### src/rtl/fecc_pkg.sv
package fecc_pkg;
  localparam int WORD_W        = 32;
  localparam int IDX_W         = 7;
  localparam int BIT_W         = 5;
  localparam int POS_W         = IDX_W + BIT_W;
  localparam int CHK_BITS      = 12;
  localparam int FRAME_WORDS_D = 101;
  localparam int ECC_WORD_D    = 50;

  typedef enum logic [1:0] {
    ST_OK     = 2'd0,
    ST_SINGLE = 2'd1,
    ST_DOUBLE = 2'd2
  } fecc_status_e;

  // Position of a data bit from its flat index; weights of zero or one
  // are moved above the frame so no data bit aliases a check bit.
  function automatic logic [POS_W-1:0] pos_of(input logic [POS_W-1:0] f);
    if ($countones(f) > 1)      return f;
    else if (f < POS_W'(256))   return POS_W'(12'hF00) | f;
    else                        return POS_W'(12'hE00) | (f >> 4);
  endfunction

  // Inverse of pos_of: {valid, flat index}.
  function automatic logic [POS_W:0] unpos(input logic [POS_W-1:0] s,
                                          input int frame_bits,
                                          input int rsv_lo);
    logic [POS_W:0] r;
    r = '0;
    if (s[11:8] == 4'hF && $countones(s[7:0]) <= 1)
      r = {1'b1, 4'h0, s[7:0]};
    else if (s[11:8] == 4'hE && $countones(s[7:0]) == 1 && s[3:0] == 4'h0)
      r = {1'b1, s[7:0], 4'h0};
    else if (int'(s) < frame_bits && $countones(s) > 1 &&
             !(int'(s) >= rsv_lo && int'(s) <= rsv_lo + CHK_BITS))
      r = {1'b1, s};
    return r;
  endfunction
endpackage

### src/rtl/fecc_pos_xor.sv
module fecc_pos_xor
  import fecc_pkg::*;
#(
  parameter int ECC_WORD = ECC_WORD_D
) (
  input  logic [WORD_W-1:0] word,
  input  logic [IDX_W-1:0]  index,
  output logic [POS_W-1:0]  syn_part,
  output logic              par_part
);
  logic [POS_W-1:0] term [WORD_W];
  logic             is_ecc;

  assign is_ecc = (index == IDX_W'(ECC_WORD));

  for (genvar b = 0; b < WORD_W; b++) begin : g_bit
    localparam logic [BIT_W-1:0] BI = BIT_W'(b);
    logic keep;
    if (b <= CHK_BITS) begin : g_rsv
      assign keep = word[b] & ~is_ecc;
    end else begin : g_dat
      assign keep = word[b];
    end
    assign term[b] = keep ? pos_of({index, BI}) : '0;
  end

  always_comb begin
    syn_part = is_ecc ? word[CHK_BITS-1:0] : '0;
    for (int b = 0; b < WORD_W; b++) syn_part = syn_part ^ term[b];
  end

  assign par_part = ^word;
endmodule

### src/rtl/fecc_accum.sv
module fecc_accum
  import fecc_pkg::*;
#(
  parameter int FRAME_WORDS = FRAME_WORDS_D
) (
  input  logic             clk,
  input  logic             rst_n,
  input  logic             sof,
  input  logic             in_valid,
  output logic             in_ready,
  input  logic [POS_W-1:0] syn_part,
  input  logic             par_part,
  output logic [POS_W-1:0] syn_next,
  output logic             par_next,
  output logic             frame_done
);
  localparam int CNT_W = $clog2(FRAME_WORDS);

  logic             armed_q;
  logic [CNT_W-1:0] cnt_q;
  logic [POS_W-1:0] syn_q;
  logic             par_q;
  logic             take;

  assign in_ready   = armed_q & ~sof;
  assign take       = in_valid & in_ready;
  assign syn_next   = syn_q ^ syn_part;
  assign par_next   = par_q ^ par_part;
  assign frame_done = take && (cnt_q == CNT_W'(FRAME_WORDS - 1));

  always_ff @(posedge clk or negedge rst_n) begin
    if (!rst_n) begin
      armed_q <= 1'b0;
      cnt_q   <= '0;
      syn_q   <= '0;
      par_q   <= 1'b0;
    end else if (sof) begin
      armed_q <= 1'b1;
      cnt_q   <= '0;
      syn_q   <= '0;
      par_q   <= 1'b0;
    end else if (take) begin
      syn_q <= syn_next;
      par_q <= par_next;
      cnt_q <= cnt_q + 1'b1;
      if (frame_done) armed_q <= 1'b0;
    end
  end
endmodule

### src/rtl/fecc_decode.sv
module fecc_decode
  import fecc_pkg::*;
#(
  parameter int FRAME_WORDS = FRAME_WORDS_D,
  parameter int ECC_WORD    = ECC_WORD_D
) (
  input  logic [POS_W-1:0] syn,
  input  logic             par,
  output fecc_status_e     status,
  output logic [IDX_W-1:0] loc_word,
  output logic [BIT_W-1:0] loc_bit
);
  localparam int FRAME_BITS = FRAME_WORDS * WORD_W;
  localparam int RSV_LO     = ECC_WORD * WORD_W;

  logic [POS_W:0]   back;
  logic [BIT_W-1:0] chk_k;

  always_comb begin
    back  = unpos(syn, FRAME_BITS, RSV_LO);
    chk_k = '0;
    for (int k = 0; k < CHK_BITS; k++)
      if (syn[k]) chk_k = BIT_W'(k);
  end

  always_comb begin
    status   = ST_OK;
    loc_word = '0;
    loc_bit  = '0;
    if (!par) begin
      status = (syn == '0) ? ST_OK : ST_DOUBLE;
    end else if (syn == '0) begin
      status   = ST_SINGLE;
      loc_word = IDX_W'(ECC_WORD);
      loc_bit  = BIT_W'(CHK_BITS);
    end else if ($countones(syn) == 1) begin
      status   = ST_SINGLE;
      loc_word = IDX_W'(ECC_WORD);
      loc_bit  = chk_k;
    end else if (back[POS_W]) begin
      status   = ST_SINGLE;
      loc_word = back[POS_W-1:BIT_W];
      loc_bit  = back[BIT_W-1:0];
    end else begin
      status = ST_DOUBLE;
    end
  end
endmodule

### src/rtl/frame_ecc_check.sv
module frame_ecc_check
  import fecc_pkg::*;
#(
  parameter int FRAME_WORDS = FRAME_WORDS_D,
  parameter int ECC_WORD    = ECC_WORD_D
) (
  input  logic              clk,
  input  logic              rst_n,
  input  logic              sof,
  input  logic              in_valid,
  output logic              in_ready,
  input  logic [WORD_W-1:0] in_word,
  input  logic [IDX_W-1:0]  in_index,
  output logic              res_valid,
  output logic [1:0]        res_status,
  output logic [IDX_W-1:0]  res_word,
  output logic [BIT_W-1:0]  res_bit
);
  logic [POS_W-1:0] syn_part, syn_next;
  logic             par_part, par_next, frame_done;
  fecc_status_e     dec_status;
  logic [IDX_W-1:0] dec_word;
  logic [BIT_W-1:0] dec_bit;

  fecc_pos_xor #(.ECC_WORD(ECC_WORD)) u_pos (
    .word(in_word), .index(in_index), .syn_part(syn_part), .par_part(par_part)
  );

  fecc_accum #(.FRAME_WORDS(FRAME_WORDS)) u_acc (
    .clk(clk), .rst_n(rst_n), .sof(sof), .in_valid(in_valid), .in_ready(in_ready),
    .syn_part(syn_part), .par_part(par_part),
    .syn_next(syn_next), .par_next(par_next), .frame_done(frame_done)
  );

  fecc_decode #(.FRAME_WORDS(FRAME_WORDS), .ECC_WORD(ECC_WORD)) u_dec (
    .syn(syn_next), .par(par_next),
    .status(dec_status), .loc_word(dec_word), .loc_bit(dec_bit)
  );

  always_ff @(posedge clk or negedge rst_n) begin
    if (!rst_n) begin
      res_valid  <= 1'b0;
      res_status <= ST_OK;
      res_word   <= '0;
      res_bit    <= '0;
    end else begin
      res_valid <= frame_done;
      if (frame_done) begin
        res_status <= dec_status;
        res_word   <= dec_word;
        res_bit    <= dec_bit;
      end
    end
  end
endmodule

### config.mk
export PLATFORM = sky130hd
export DESIGN_NAME = frame_ecc_check
export DESIGN_NICKNAME = d
export VERILOG_FILES = /design/src/rtl/fecc_pkg.sv /design/src/rtl/fecc_pos_xor.sv /design/src/rtl/fecc_accum.sv /design/src/rtl/fecc_decode.sv /design/src/rtl/frame_ecc_check.sv
export SDC_FILE = /design/constraint.sdc
export NUM_CORES = 1
export LEC_CHECK = 0
export BUFFER_PORTS_ARGS = -buffer_cell sky130_fd_sc_hd__buf_2
export CAP_MARGIN = 20
export CELL_PAD_IN_SITES_DETAIL_PLACEMENT = 0
export CELL_PAD_IN_SITES_GLOBAL_PLACEMENT = 1
export CORE_ASPECT_RATIO = 1.4
export CORE_UTILIZATION = 45
export CTS_BUF_LIST = sky130_fd_sc_hd__clkbuf_4 sky130_fd_sc_hd__clkbuf_8
export CTS_CLUSTER_DIAMETER = 50
export DETAILED_ROUTE_END_ITERATION = 12
export PLACE_DENSITY_LB_ADDON = 0.1
export SYNTH_ARGS = -nofsm -noshare
export SYNTH_HDL_FRONTEND = slang
export SYNTH_SLANG_ARGS = --single-unit
### constraint.sdc
create_clock -name clk -period 9.7 [get_ports clk]
set_input_delay 0.97 -clock clk [delete_from_list [all_inputs] [get_ports clk]]
set_output_delay 0.97 -clock clk [all_outputs]
set_load 0.02 [all_outputs]
==> flow_summary.toml <==
[run_status]
run_status = "complete, no violations"

[critical_path]
worstSetupEndpointType = "flop"
worst_ep_arrival_time_ps = 9720
cp_top_family = "adder cells"
path_max_fanout = 9
crit_path_category = "in -> reg"
startpoint_type = "primary input"
crit_start = "in_index[6]"
critical-path-max-stage-delay_ps = 520
reg2reg_from = "u_acc.syn_q[5]"
worst-endpoint-required_ps = 9890
crit_path_slowest_cell = "sky130_fd_sc_hd__fa_1"
crit_path_buf_inv_count = 8

[floorplanning]
fp.dieArea_um2 = 22400
num_io_pins = 59
core-area_um2 = 21300
initial_utilization = 0.462
floorplan_row_count = 63
die_w_um = 127
die-height_um = 177

[route]
detailroute.via_count = 11300
number_of_iterations_in_the_first_detailed_routing_pass = 9
met2_wirelength_um = 22300
top_signal_layer_used = "met4"
drt_iter0_markers = 1236
wirelength_met1_um = 15900
drc = 0
met3_wirelength_um = 4070
drtAntennaViolNets = 0
vias_per_cell = 6.64
wl_um = 47300
route.detailed.wl_per_inst_um = 27.7

[synthesis]
synth_area_um2 = 9830
synthDistinctLibCells = 102
ys.flop_type = "sky130_fd_sc_hd__dfrtp_1"
synth-warning-count = 0
syn_area_per_cell_um2 = 7.54
synth_nets = 1418
synth.top_cells.by_count = "134 x sky130_fd_sc_hd__nand2_1, 119 x sky130_fd_sc_hd__xnor2_1, 98 x sky130_fd_sc_hd__nor2_1"
async_flop_share = 1.00
most_numerous_cell_in_the_yosys_netlist = "sky130_fd_sc_hd__nand2_1"
post-synth-top-area-fraction = 0.106
synth.largest_area_cell = "sky130_fd_sc_hd__xnor2_1"
synth_cells = 1304
seq_area_frac_synth = 0.0917
synth_enable_flop_cells = 0
ff_latch_count_synth = 36
synth_area_leaders = "sky130_fd_sc_hd__xnor2_1 11%, sky130_fd_sc_hd__dfrtp_1 9.2%, sky130_fd_sc_hd__ha_1 6.9%"

[timing]
slew_at_the_pin_with_the_worst_max_slew_slack_ps = 874
setup_viol_count_final = 0
final_max_slew_viol_count = 0
period_share = 0.983
slew_headroom = 0.415
finalClockSkew_ps = 7.51
postLayoutSetupSlackWorst_ps = 169
layout_min_cycle_time_ps = 9530
final.setup.tns_ps = 0
timing_hold_violations_final = 0
maxClockFrequency_mhz = 105

[min_path]
min_from = "res_word[2]"
worst_hold_path_type = "reg -> reg"

[cts]
ctsLongestPathBuffers = 2
clkSlewWorstSetupHoldPaths_ps = 80
clock_tree.root_cell = "sky130_fd_sc_hd__clkbuf_8"
tritoncts_clock_tree = "built"
insertion_delay_ps = 300
numClockSinks = 36
htree_levels = 2
post_cts_hold_buffer_count = 0
cts_inserted_buffers = 5

[global_route]
global_route_wire_length_before_repair_um = 67900
overflow = 0
grt_max_degree = 37
grt_antenna_before_repair = 0
gr-usage-all-layers = 0.414
vias_in_the_first_global_route = 10800

[flow_run]
maxCapViolations = 0

[placement]
port-buffer-count = 58
dp_worst_setup_slack_ps = -383
routabilityCongestion = 1.04
place.detailed.hpwl_um = 36200

[final_layout]
ant_diodes = 0
layout-drive-gt1-share = 0.259
finish.net_count = 1561
synthToLayoutAreaGrowth_pct = 21.2
==> registers in the layout (all words and copies together) (netlist names) <==
register / cells
u_acc.syn_q: 12
u_acc.cnt_q: 7
u_acc.armed_q: 1
res_status: 2
res_bit: 5
u_acc.par_q: 1
res_valid: 1
res_word: 7
==> layout make-up <==
type | instances | area, µm²
timing repair buffer | 242 | 1710
multi-input combinational | 1100 | 8620
fill | 2119 | 9370
clock buffer | 5 | 68.8
inverter | 62 | 236
sequential | 36 | 901
tap | 260 | 325
clock inverter | 3 | 42.5
==> routing by layer <==
metal,up-vias,GRT usage
li1,5041,-
met1,5362,0.431
met2,681,0.708
met3,263,0.0807
met4,0,0.371
met5,-,0
==> repair_timing <==
action                     CTS  global route
resized for setup            3            89
setup buffers                1            15
pin swaps                    3            61
setup endpoints to repair    6            14
==> per-stage QoR <==
step / utilization / hold WS [ps] / std cells / instance area (µm²)
final: 0.560 / 480 / 1708 / 11900
after global routing: 0.560 / 495 / 1708 / 11900
after CTS: 0.534 / 482 / 1694 / 11400
after detailed placement: 0.528 / 455 / 1685 / 11200
after global placement: 0.528 / 460 / 1685 / 11200
after floorplan: - / 477 / 1304 / 9850
==> placed cells by master (no fill, tap or decap), types with 16 or more instances in the layout <==
cell type	n
sky130_fd_sc_hd__a211oi_1	22
sky130_fd_sc_hd__a21oi_1	84
sky130_fd_sc_hd__a22oi_1	16
sky130_fd_sc_hd__a31oi_1	20
sky130_fd_sc_hd__buf_2	58
sky130_fd_sc_hd__buf_4	177
sky130_fd_sc_hd__dfrtp_1	36
sky130_fd_sc_hd__ha_1	41
sky130_fd_sc_hd__inv_1	52
sky130_fd_sc_hd__nand2_1	131
sky130_fd_sc_hd__nand3_1	34
sky130_fd_sc_hd__nor2_1	96
sky130_fd_sc_hd__o211ai_1	20
sky130_fd_sc_hd__o21ai_0	89
sky130_fd_sc_hd__o22ai_1	23
sky130_fd_sc_hd__xnor2_1	116
sky130_fd_sc_hd__xor2_1	50
==> final timing paths <==
check	endpoint	slack, ps	cells past startpoint
setup / recovery	res_bit[4]	170	39
hold / removal	res_word[2]	480	2
setup reg to reg	res_bit[4]	3250	25
hold reg to reg	res_word[2]	480	2
max in group asynchronous	u_acc.syn_q[2]	8390	1
min in group asynchronous	u_acc.cnt_q[2]	760	1
==> worst reg2reg max path, cell delays in order (launching register included) <==
cell and delay [ps]:
sky130_fd_sc_hd__dfrtp_1 390, sky130_fd_sc_hd__xnor2_1 200, sky130_fd_sc_hd__xnor3_1 460, sky130_fd_sc_hd__xnor3_1 400
sky130_fd_sc_hd__xor3_1 390, sky130_fd_sc_hd__ha_1 290, sky130_fd_sc_hd__ha_1 290, sky130_fd_sc_hd__ha_1 220
sky130_fd_sc_hd__ha_4 280, sky130_fd_sc_hd__ha_4 210, sky130_fd_sc_hd__xnor2_4 130, sky130_fd_sc_hd__fa_1 520
sky130_fd_sc_hd__inv_2 50, sky130_fd_sc_hd__ha_4 170, sky130_fd_sc_hd__fa_2 380, sky130_fd_sc_hd__inv_2 90
sky130_fd_sc_hd__buf_4 110, sky130_fd_sc_hd__a21oi_1 50, sky130_fd_sc_hd__or3_4 410, sky130_fd_sc_hd__o21a_1 130
sky130_fd_sc_hd__o2111a_1 130, sky130_fd_sc_hd__o211ai_1 180, sky130_fd_sc_hd__a311oi_2 100, sky130_fd_sc_hd__a211oi_2 310
sky130_fd_sc_hd__nor4_2 110, sky130_fd_sc_hd__a221o_1 340
==> kinds of logic after synthesis <==
family	count (synthesis)	share of synthesized area
buffers and inverters	168	0.0735
AO/OA/AOI/OAI	448	0.314
adder cells (fa/ha/maj)	71	0.103
flip-flops	36	0.0917
XOR/XNOR	205	0.226
AND/OR/NAND/NOR	370	0.184
multiplexers	6	0.00649
Power is not shown: default switching activity piles up to over one toggle a cycle in this logic, so the estimate is an artifact.
